--- src/rtl/rfalu_pkg.sv ---
package rfalu_pkg;

  typedef enum logic [3:0] {
    OP_ADD  = 4'd0,
    OP_SUB  = 4'd1,
    OP_MUL  = 4'd2,
    OP_DIV  = 4'd3,
    OP_AND  = 4'd4,
    OP_OR   = 4'd5,
    OP_XOR  = 4'd6,
    OP_XNOR = 4'd7,
    OP_NOT  = 4'd8,
    OP_SHR  = 4'd9,
    OP_SHL  = 4'd10
  } aluOp_e;

  localparam int OP_W = 4;

  // strobes from control to datapath
  typedef struct packed {
    logic initRegs;
    logic wrStrobe;
    logic flagLoad;
  } ctrlStrobes_t;

endpackage

--- src/rtl/rfalu_alu.sv ---
module rfalu_alu #(
  parameter int DATA_W = 4
) (
  input  logic [rfalu_pkg::OP_W-1:0] opCode,
  input  logic [DATA_W-1:0]          opA,
  input  logic [DATA_W-1:0]          opB,
  output logic [DATA_W-1:0]          result,
  output logic                       carry,
  output logic                       zero
);
  import rfalu_pkg::*;

  localparam int PROD_W = 2 * DATA_W;

  logic [DATA_W:0]   sumExt;
  logic [PROD_W-1:0] prodFull;

  assign sumExt   = {1'b0, opA} + {1'b0, opB};
  assign prodFull = {{DATA_W{1'b0}}, opA} * {{DATA_W{1'b0}}, opB};

  always_comb begin
    result = '0;
    carry  = 1'b0;
    case (opCode)
      OP_ADD: begin
        result = sumExt[DATA_W-1:0];
        carry  = sumExt[DATA_W];
      end
      OP_SUB: begin
        result = opA - opB;
        carry  = (opA < opB);
      end
      OP_MUL: begin
        result = prodFull[DATA_W-1:0];
        carry  = |prodFull[PROD_W-1:DATA_W];
      end
      OP_DIV: begin
        if (opB == '0) begin
          result = '1;
          carry  = 1'b1;
        end else begin
          result = opA / opB;
        end
      end
      OP_AND:  result = opA & opB;
      OP_OR:   result = opA | opB;
      OP_XOR:  result = opA ^ opB;
      OP_XNOR: result = ~(opA ^ opB);
      OP_NOT:  result = ~opA;
      OP_SHR: begin
        result = opA >> 1;
        carry  = opA[0];
      end
      OP_SHL: begin
        result = opA << 1;
        carry  = opA[DATA_W-1];
      end
      default: begin
        result = '0;
        carry  = 1'b0;
      end
    endcase
  end

  assign zero = (result == '0);

endmodule

--- src/rtl/rfalu_ctrl.sv ---
module rfalu_ctrl (
  input  logic                     rst,
  input  logic                     wrEn,
  output rfalu_pkg::ctrlStrobes_t  strobes
);
  // reset has priority over any write request
  always_comb begin
    strobes.initRegs = rst;
    strobes.wrStrobe = wrEn & ~rst;
    strobes.flagLoad = wrEn & ~rst;
  end

endmodule

--- src/rtl/rfalu_datapath.sv ---
module rfalu_datapath #(
  parameter int DATA_W   = 4,
  parameter int NUM_REGS = 4
) (
  input  logic                          clk,
  input  rfalu_pkg::ctrlStrobes_t       strobes,
  input  logic [$clog2(NUM_REGS)-1:0]   rdSelA,
  input  logic [$clog2(NUM_REGS)-1:0]   rdSelB,
  input  logic [$clog2(NUM_REGS)-1:0]   wrSel,
  input  logic [rfalu_pkg::OP_W-1:0]    opCode,
  output logic [DATA_W-1:0]             rdDataA,
  output logic [DATA_W-1:0]             rdDataB,
  output logic [DATA_W-1:0]             aluResult,
  output logic                          zeroFlag,
  output logic                          carryFlag,
  output logic                          zeroFlagReg,
  output logic                          carryFlagReg
);
  import rfalu_pkg::*;

  localparam int SEL_W = $clog2(NUM_REGS);

  logic [NUM_REGS-1:0][DATA_W-1:0] regs;

  genvar gi;
  generate
    for (gi = 0; gi < NUM_REGS; gi++) begin : g_reg
      localparam logic [DATA_W-1:0] INIT_VAL = DATA_W'(gi + 1);
      always_ff @(posedge clk) begin
        if (strobes.initRegs)
          regs[gi] <= INIT_VAL;
        else if (strobes.wrStrobe && (wrSel == SEL_W'(gi)))
          regs[gi] <= aluResult;
      end

      a_r1_reset_value: assert property (@(posedge clk)
        strobes.initRegs |=> (regs[gi] == INIT_VAL));
    end
  endgenerate

  // no bypass: reads see only the stored state
  assign rdDataA = regs[rdSelA];
  assign rdDataB = regs[rdSelB];

  rfalu_alu #(.DATA_W(DATA_W)) u_alu (
    .opCode (opCode),
    .opA    (rdDataA),
    .opB    (rdDataB),
    .result (aluResult),
    .carry  (carryFlag),
    .zero   (zeroFlag)
  );

  always_ff @(posedge clk) begin
    if (strobes.initRegs) begin
      zeroFlagReg  <= 1'b0;
      carryFlagReg <= 1'b0;
    end else if (strobes.flagLoad) begin
      zeroFlagReg  <= zeroFlag;
      carryFlagReg <= carryFlag;
    end
  end

  a_r3_hold_without_write: assert property (@(posedge clk) disable iff (strobes.initRegs)
    !strobes.wrStrobe |=> $stable(regs));

  a_r3_write_lands: assert property (@(posedge clk) disable iff (strobes.initRegs)
    strobes.wrStrobe |=> (regs[$past(wrSel)] == $past(aluResult)));

  a_r10_flag_capture: assert property (@(posedge clk) disable iff (strobes.initRegs)
    strobes.flagLoad |=> (zeroFlagReg == $past(zeroFlag) && carryFlagReg == $past(carryFlag)));

  a_r10_flag_hold: assert property (@(posedge clk) disable iff (strobes.initRegs)
    !strobes.flagLoad |=> ($stable(zeroFlagReg) && $stable(carryFlagReg)));

  a_r5_div_by_zero: assert property (@(posedge clk) disable iff (strobes.initRegs)
    (opCode == OP_DIV && rdDataB == '0) |-> (aluResult == '1 && carryFlag));

  a_r8_unused_code: assert property (@(posedge clk) disable iff (strobes.initRegs)
    (opCode > OP_SHL) |-> (aluResult == '0 && !carryFlag && zeroFlag));

endmodule

--- src/rtl/rfalu_core.sv ---
module rfalu_core #(
  parameter int DATA_W   = 4,
  parameter int NUM_REGS = 4,
  localparam int SEL_W   = $clog2(NUM_REGS)
) (
  input  logic                clk,
  input  logic                rst,
  input  logic [SEL_W-1:0]    rdSelA,
  input  logic [SEL_W-1:0]    rdSelB,
  input  logic [SEL_W-1:0]    wrSel,
  input  logic                wrEn,
  input  logic [3:0]          opCode,
  output logic [DATA_W-1:0]   rdDataA,
  output logic [DATA_W-1:0]   rdDataB,
  output logic [DATA_W-1:0]   aluResult,
  output logic                zeroFlag,
  output logic                carryFlag,
  output logic                zeroFlagReg,
  output logic                carryFlagReg
);
  rfalu_pkg::ctrlStrobes_t strobes;

  rfalu_ctrl u_ctrl (
    .rst     (rst),
    .wrEn    (wrEn),
    .strobes (strobes)
  );

  rfalu_datapath #(.DATA_W(DATA_W), .NUM_REGS(NUM_REGS)) u_dp (
    .clk          (clk),
    .strobes      (strobes),
    .rdSelA       (rdSelA),
    .rdSelB       (rdSelB),
    .wrSel        (wrSel),
    .opCode       (opCode),
    .rdDataA      (rdDataA),
    .rdDataB      (rdDataB),
    .aluResult    (aluResult),
    .zeroFlag     (zeroFlag),
    .carryFlag    (carryFlag),
    .zeroFlagReg  (zeroFlagReg),
    .carryFlagReg (carryFlagReg)
  );

endmodule

--- config.mk ---
export PLATFORM = sky130hd
export DESIGN_NAME = rfalu_core
export DESIGN_NICKNAME = d
export VERILOG_FILES = /design/src/rtl/rfalu_pkg.sv /design/src/rtl/rfalu_alu.sv /design/src/rtl/rfalu_ctrl.sv /design/src/rtl/rfalu_datapath.sv /design/src/rtl/rfalu_core.sv
export SDC_FILE = /design/constraint.sdc
export NUM_CORES = 1
export LEC_CHECK = 0
export BUFFER_PORTS_ARGS = -buffer_cell sky130_fd_sc_hd__buf_4
export CAP_MARGIN = 20
export CELL_PAD_IN_SITES_DETAIL_PLACEMENT = 0
export CELL_PAD_IN_SITES_GLOBAL_PLACEMENT = 1
export CORE_MARGIN = 5
export CORE_UTILIZATION = 48
export DETAILED_ROUTE_END_ITERATION = 10
export PLACE_DENSITY_LB_ADDON = 0.05
export SLEW_MARGIN = 20
export SYNTH_ARGS = -nofsm -noshare
export SYNTH_HDL_FRONTEND = slang
export SYNTH_SLANG_ARGS = --single-unit
export TNS_END_PERCENT = 1
--- constraint.sdc ---
create_clock -name clk -period 8.2 [get_ports clk]
set_input_delay 0.82 -clock clk [delete_from_list [all_inputs] [get_ports clk]]
set_output_delay 0.82 -clock clk [all_outputs]
set_load 0.05 [all_outputs]
# After elaboration in Yosys (flattened, before gate mapping)

Cells that the tools add are included.

Input bits: 13
Word-level logic and storage cells: 50
Register bits: 18
Output and inout bits: 16

Order comparisons: 3
Eq/ne operators: 13
Muxes and demuxes: 8
$add $sub $neg: 2
Multiply operators: 1
Reductions and logical operators: 9
Div/mod/pow operators: 1
Bitwise logic cells: 7

Operators with widths:

| operator           | number |
|---|---|
| $pmux 4 s11        | 1 |
| $bmux 4 s2         | 2 |
| $eq 4x3->1 const B | 4 |
| $eq 4x4->1 const B | 3 |
| $logic_not 4->1    | 3 |
| $mux 4             | 3 |
| $eq 4x2->1 const B | 2 |
| $mul 4x4->8        | 1 |
| $not 4->4          | 2 |
| $lt 2x3->1 const B | 2 |
| $pmux 1 s6         | 1 |
| $add 4x4->5        | 1 |
| $and 4x4->4        | 1 |
| $div 4x4->4        | 1 |
| $eq 2x2->1 const B | 2 |
| $eq 4x1->1 const B | 1 |
| $logic_and 1x1->1  | 4 |
| $lt 4x4->1         | 1 |
| $or 4x4->4         | 1 |
| $reduce_or 4->1    | 1 |
| $sub 4x4->4        | 1 |
| $xor 4x4->4        | 1 |
| $eq 2x1->1 const B | 1 |
| $logic_not 2->1    | 1 |
| 3 further kinds    | 3 |

# Longest topological paths before layout

Gate-level depths: netlist of the first run.

Word-level depth: 6
Gate-level depth with buffers: 21

# Modules after synthesis

A second synthesis of the first run with hierarchy kept.

Cells, all modules: 286
Area total of the unflattened synthesis: 2,528.7 sq um

Modules (own cells, without submodules):

| module         | area an instance (sq um) | cells an instance | seq. area each (sq um) | instances |
|---|---|---|---|---|
| rfalu_alu      | 1,554.0                  | 207               | 0.0                    | 1 |
| rfalu_datapath | 945.9                    | 76                | 360.3                  | 1 |
| rfalu_ctrl     | 28.8                     | 3                 | 0.0                    | 1 |

# Least setup slack after synthesis of the first run

No wires, ideal clock.

Path type: input -> output
Start point: in rdSelB[0]
End point: out zeroFlag
Arrival: 5,462 ps
Path slack: 1,918 ps
Path buffers: 0
Stages on the path: 18
Cell sequence: mux4_1 inv_2 ha_1 a21oi_1 ha_1 o21ai_0 a211oi_2 mux2_2 ha_1 o21ai_0 a21oi_2 mux2i_1 ha_1 a21boi_0 o21ai_0 a21oi_1 nor4_4 and4_4

Cells in the longest elaborated chain, start to end: 6

Ends and longest elaborated chain:

| what                                       | RTL line                         | text |
|---|---|---|
| from (decl)                                | rfalu_core.sv:9                  | `input logic [SEL_W-1:0] rdSelB,` |
| $bmux 4 s2 *                               | rfalu_datapath.sv:43             | `assign rdDataB = regs[rdSelB];` |
| $mux 4 (not written as such) *             | rfalu_datapath.sv:43             |  |
| $div 4x4->4, or another cell as far along  | rfalu_alu.sv:42                  | `result = opA / opB;` |
| $mux 4 / $not 4->4 (equally long branches) | rfalu_alu.sv:38, rfalu_alu.sv:48 |  |
| $pmux 4 s11 *                              | rfalu_alu.sv:24                  | `case (opCode)` |
| $logic_not 4->1 *                          | rfalu_alu.sv:65                  | `assign zero = (result == '0);` |
| to (decl)                                  | rfalu_core.sv:16                 | `output logic zeroFlag,` |

Every way passes the cells marked *; elsewhere a longest branch is shown, timed or not. The select of a mux whose other input is x is not followed.

# Worst setup path in the final report of the first run

Same ends and word-level chain as after synthesis.

==> results of run 1 <==
[flip-flops by register name, summed over array words and instances, names as in the netlist]
name / count
u_dp.regs: 16
u_dp.carryFlagReg: 1
u_dp.zeroFlagReg: 1
[final cells by class]
| class | count | area [um2] |
|---|---|---|
| tap | 67 | 83.8 |
| multi-input combinational | 224 | 1890 |
| clock buffer | 4 | 55.1 |
| timing repair buffer | 28 | 210 |
| sequential | 18 | 360 |
| inverter | 28 | 105 |
| fill | 460 | 2080 |
[power breakdown]
part | leakage, nW | internal [mW] | switching [mW]
combinational | 1.03 | 0.0887 | 0.145
clock | 0.0288 | 0.0427 | 0.0292
sequential | 0.147 | 0.0912 | 0.00268
total | 1.20 | 0.223 | 0.177
[through the flow]
step                setup slack (ns)  total power [mW]  instances  cell area [um2]
floorplan                       1.92             0.268        279             2390
global placement                1.67             0.328        365             2650
detailed placement              1.52             0.328        365             2650
CTS                             1.51             0.401        369             2710
global route                    1.07             0.427        369             2710
finish                          1.51             0.400        369             2710
[synthesized netlist by cell type (all sizes together), types with 2 or more instances]
cell / number
or3: 4
nor3b: 2
a211oi: 13
o2bb2ai: 2
and3: 3
mux4: 8
a21o: 2
ha: 37
mux2: 2
buf: 4
nor2: 40
xnor2: 3
a311oi: 2
and4: 2
mux2i: 3
clkbuf: 5
xor2: 5
a21oi: 20
nand2b: 4
o21a: 2
nor3: 5
a32oi: 3
a221oi: 2
o21bai: 2
nand2: 11
fa: 6
dfxtp: 18
o21ai: 13
nor2b: 4
or2: 3
o31ai: 3
a22o: 2
nand3: 2
nor4: 2
inv: 28
a211o: 2
[path summary, 6_finish.rpt]
kind	end	slack (ns)	cells after the start
max	zeroFlag	1.51	20
min	u_dp.regs[8]	0.49	1
max reg2reg	u_dp.zeroFlagReg	3.02	19
min reg2reg	u_dp.regs[8]	0.49	1
[layer usage]
layer | vias to the layer above | GRT usage, % | share of wire, %
met1 | 994 | 30.7 | 47
met2 | 49 | 32.5 | 46
met5 | - | 0 | 0
li1 | 1059 | - | -
met4 | 0 | 5.74 | 1.0
met3 | 6 | 1.46 | 5.4
[cell families (layout without fill, tap and decap cells)]
logic type,count (synthesis),in the layout
simple gates,84,84
compound gates,76,76
fa+ha+maj,43,43
buf+inv,37,60
flops,18,18
mux,13,13
xor+xnor,8,8
==> flow_metrics.tcl, run 1 <==
set metrics [dict create \
    status "finished clean" \
    min_period_over_period_pct 81.6 \
    worstPathCellList "buf_4, mux4_1, inv_2, ha_1, a21oi_1, ha_1, o21ai_0, a211oi_2, mux2_2, ha_1, o21ai_0, a21oi_2, mux2i_1, ha_1, a21boi_0, o21ai_0, a21oi_1, nor4_4, and4_4, buf_4" \
    start_kind "primary input" \
    cts_tree "done" \
    grt_max_degree 21 \
    ys_ff_latch 18 \
    syn_inst 279 \
    drc_errors 0 \
    critPathLaunch "rdSelB[0]" \
    synth_compound_area_share_pct 23.1 \
    start_util_pct 50.0 \
    cp_data_arrival_time_ns 5.87 \
    min_period_ns 6.69 \
    cts_buffer_depth 2 \
    synth_edf_count 0 \
    critical_path.top_delay_family "compound AO/OA/AOI/OAI gates" \
    synth_xor_area_share_pct 2.93 \
    die_x_um 80.6 \
    hold_path.class "reg -> reg" \
    min_from "u_dp.regs[8]" \
    wl_per_cell_um 17.1 \
    syn-num-nets 335 \
    drv_slew 0 \
    ctsHoldBuffers 0 \
    drv_cap 0 \
    vias 2108 \
    finalWeightedCongestion 0.883 \
    nets 359 \
    slew-limit-headroom_pct 40.7 \
    synth_simple_gate_area_share_pct 18.7 \
    layout_commonest_cell "nor2_1" \
    leakage_nw 1.20 \
    yosysTopAreaCell "ha_1" \
    fin_skew_ns 0.00520 \
    diodes 0 \
    drtAntennaViolNets 0 \
    mostFrequentLayoutCells "nor2_1 (40), ha_1 (37), buf_4 (28)" \
    synth_top_family_by_area "adder cells" \
    worstPathMaxFanout 8 \
    required_ns 7.38 \
    vias_per_cell 5.71 \
    slowest_stage "mux4_1" \
    tns_ns 0 \
    syn_to_final_growth_pct 13.0 \
    ys.flop_type "dfxtp_1" \
    postCtsSetupBuffers 0 \
    end_kind "primary output" \
    irDropWorstVdd_mv 0.102 \
    synthTopCellsByArea "ha_1 (19%), dfxtp_1 (15%), mux4_2 (6.6%), nor2_1 (6.3%), fa_1 (5.0%)" \
    ys_types 55 \
    r2r-start "u_dp.regs[4]" \
    port_buffers 28 \
    cp_slowest_stage_delay_ns 0.78 \
    path_class "in -> out" \
    synth_adder_area_share_pct 24.3 \
    rsz0062_at_grt "no" \
    fp.dieH_um 80.6 \
    cts.sinks 18 \
    rows 25 \
    drive_gt1_share_pct 17.5 \
    fmaxAchievable_ghz 0.149 \
    grt_pass1_vias 2020 \
    dp.final_hpwl_um 4990 \
    cp_num_buf_inv 3 \
    hold_viol 0 \
    netlist_area_um2 2390 \
    core_um2 4790 \
    drt-total-wl_um 6320 \
    utilization_pct 56.5 \
    h-tree-depth 1 \
    antenna_found_initial 0 \
    clock-root-buffer "clkbuf_8" \
    setup_viol 0 \
    grt_first_pass_wirelength_um 10400 \
    cts_resized 0 \
    cts_buffers 3 \
    hold_ws_ns 0.494 \
    p_per_area_nw_per_um2 148 \
    dieArea_um2 6500 \
    clk_latency_ns 0.25 \
    syn_avg_cell_area_um2 8.58 \
    track_usage_pct 20.8 \
    path_common_cell "ha_1" \
    yosysWarnings 0 \
    clk_pin_slew_ns 0.06 \
    drtIter0Drc 145 \
    synthArstFlopShare_pct 0 \
    pin_count 29 \
    muxShareOfSynthArea_pct 9.87 \
    ys_seq_area_share_pct 15.0 \
    synth_top_area_share_pct 19.3 \
    tightestPinTransition_ns 0.883 \
    dr.pass1.iters 4 \
    grt-ovfl-total 0 \
]
Power figures use the tool's default switching activity.
==> inputs of run 2 (changes only) <==
--- a/config.mk
+++ b/config.mk
@@ -10,7 +10,7 @@
 export CELL_PAD_IN_SITES_DETAIL_PLACEMENT = 0
 export CELL_PAD_IN_SITES_GLOBAL_PLACEMENT = 1
 export CORE_MARGIN = 5
-export CORE_UTILIZATION = 48
+export CORE_UTILIZATION = 45
 export DETAILED_ROUTE_END_ITERATION = 10
 export PLACE_DENSITY_LB_ADDON = 0.05
 export SLEW_MARGIN = 20
==> constraint.sdc (replaced) <==
create_clock -name clk -period 6.2 [get_ports clk]
set_input_delay 0.62 -clock clk [delete_from_list [all_inputs] [get_ports clk]]
set_output_delay 0.62 -clock clk [all_outputs]
set_load 0.05 [all_outputs]
==> run 2 against run 1 <==
Compared with the run above: first-iteration DRC count shrank 13%; critical endpoint unchanged; critical path depth is the same; wire length grew 4.0%; total power grew 37%; combinational power grew 39%; worst hold slack gained 0.0050 ns; setup slack lost 1.0 ns; utilization shrank 2.8 points; critical path type unchanged; sequential power grew 32%; clock power grew 33%; via count grew 1.4%.
==> flow_metrics.tcl, run 2 (synthesis gave the netlist of run 1 again) <==
set metrics [dict create \
    fill_cells 513 \
    nets 366 \
    internal-power_mw 0.305 \
    core_um2 5140 \
    worstRegToRegCells 20 \
    setup_viol 0 \
    grt_max_degree 21 \
    worstPathMaxFanout 6 \
    vias 2138 \
    grt_pass1_vias 2138 \
    leakage_nw 1.24 \
    switchingPower_mw 0.241 \
    cp_data_arrival_time_ns 5.11 \
    required_ns 5.58 \
    ctsHoldBuffers 0 \
    antenna_found_initial 0 \
    vias_per_cell 5.64 \
    worstPathCellList "buf_4, mux4_1, inv_2, ha_1, a21oi_1, ha_1, o21ai_0, a211oi_2, mux2_2, ha_1, o21ai_0, a21oi_2, mux2i_1, ha_1, a21boi_0, o21ai_1, a21oi_1, nor4_4, and4_4, buf_4" \
    dp.cells 373 \
    layoutNonFillerInstCount 379 \
    irDropWorstVdd_mv 0.150 \
    finalWeightedCongestion 0.878 \
    status "finished clean" \
    grt-ovfl-total 0 \
    hold_ws_ns 0.499 \
    hold_viol 0 \
    hold_path.class "reg -> reg" \
    combPwrFrac_pct 59.7 \
    slew-limit-headroom_pct 33.5 \
    start_util_pct 46.6 \
    die_x_um 83.0 \
    clk_latency_ns 0.25 \
    end_kind "primary output" \
    cts_tree "done" \
    min_period_over_period_pct 92.4 \
    cts_buffer_depth 2 \
    layout_commonest_cell "nor2_1" \
    tns_ns 0 \
    wl_per_cell_um 17.3 \
    drtIter0Drc 126 \
    largest_register "u_dp.regs" \
    seqCellArea_um2 360 \
    dieArea_um2 6880 \
    drive_gt1_share_pct 19.4 \
    crit_end "zeroFlag" \
    swShare_pct 44.1 \
    reg2reg_slack_ns 1.41 \
    clk_pin_slew_ns 0.07 \
    port_buffers 28 \
    drt-total-wl_um 6570 \
    mostFrequentLayoutCells "nor2_1 (40), ha_1 (37), buf_4 (35)" \
    power_frac_clock_pct 17.5 \
    rsz0062_at_grt "no" \
    cts_buffers 3 \
    fin_skew_ns 0.00337 \
    path_class "in -> out" \
    fp.dieH_um 83.0 \
    fmaxAchievable_ghz 0.175 \
    h-tree-depth 1 \
    drc_errors 0 \
    track_usage_pct 19.4 \
    regToRegEndpoint "u_dp.regs[8]" \
    grt_first_pass_wirelength_um 11000 \
    dr.pass1.iters 4 \
    drv_slew 0 \
    pin_count 29 \
    cp_slowest_stage_delay_ns 0.60 \
    slowest_stage "mux4_1" \
    clock-root-buffer "clkbuf_8" \
    drv_cap 0 \
    r2r-start "u_dp.regs[11]" \
    critPathLaunch "rdSelB[0]" \
    largest_reg_flops 16 \
    reg.largest.list "u_dp.regs (16), u_dp.carryFlagReg (1), u_dp.zeroFlagReg (1)" \
    final_area_um2 2760 \
    cts.sinks 18 \
    diodes 0 \
    rows 26 \
    dpl-instance-area_um2 2690 \
    dp.final_hpwl_um 5300 \
    min_period_ns 5.73 \
    utilization_pct 53.7 \
    syn_to_final_growth_pct 15.3 \
    p_seq_share_pct 22.8 \
    drtAntennaViolNets 0 \
    tightestPinTransition_ns 0.990 \
    p_per_area_nw_per_um2 198 \
    start_kind "primary input" \
    path_common_cell "ha_1" \
    multiInputGateArea_um2 1890 \
]
==> run 2: repair_timing <==
action,CTS,global route
gates resized for setup,0,1
setup buffers,0,2
setup endpoints to repair,0,2
==> run 2: metrics by stage <==
step	total power [mW]	worst slack, ns
final	0.546	0.471
after global routing	0.587	0.103
after CTS	0.541	0.198
after detailed placement	0.445	0.234
after global placement	0.446	0.356
after floorplan	0.355	0.318
==> run 2: how the worst min path moves through the flow <==
stage	end	cells past startpoint	startpoint	slack [ns]
final	u_dp.zeroFlagReg	1	u_dp.zeroFlagReg	0.50
after detailed placement	u_dp.zeroFlagReg	1	u_dp.zeroFlagReg	0.48
after CTS	u_dp.regs[8]	1	u_dp.regs[8]	0.50
after global placement	u_dp.zeroFlagReg	1	u_dp.zeroFlagReg	0.49
after floorplan	u_dp.regs[8]	1	u_dp.regs[8]	0.44
after global routing	u_dp.regs[8]	1	u_dp.regs[8]	0.52
==> run 2: power by group through the flow <==
stage / Clock (mW) / Sequential [mW] / Combinational (mW)
2_1_floorplan: 0 / 0.130 / 0.225
3_3_place_gp: 0 / 0.127 / 0.320
3_5_place_dp: 0 / 0.127 / 0.318
4_1_cts: 0.0969 / 0.124 / 0.320
5_1_grt: 0.102 / 0.125 / 0.360
6_report: 0.0956 / 0.124 / 0.326
==> run 2: layout make-up <==
| class | count | share of cell area, % |
|---|---|---|
| inverter | 28 | 3.81 |
| timing repair buffer | 35 | 9.52 |
| clock buffer | 4 | 1.99 |
| tap | 70 | 3.17 |
| multi-input combinational | 224 | 68.5 |
| sequential | 18 | 13.0 |
==> run 2: metal layers <==
layer	GRT usage [%]	vias up	wire, um
li1	-	1075	-
met1	26.7	995	3090
met2	32.1	57	3110
met3	2.77	11	284
met4	4.46	0	90
met5	0	-	0
==> run 2: worst max-delay path, delay by kind of cell <==
| family | cells | cell delay (ns) |
|---|---|---|
| multiplexers | 3 | 1.22 |
| AND/OR/NAND/NOR | 2 | 0.46 |
| AO/OA/AOI/OAI | 8 | 1.38 |
| adder cells (fa/ha/maj) | 4 | 0.98 |
| buffers and inverters | 3 | 0.44 |
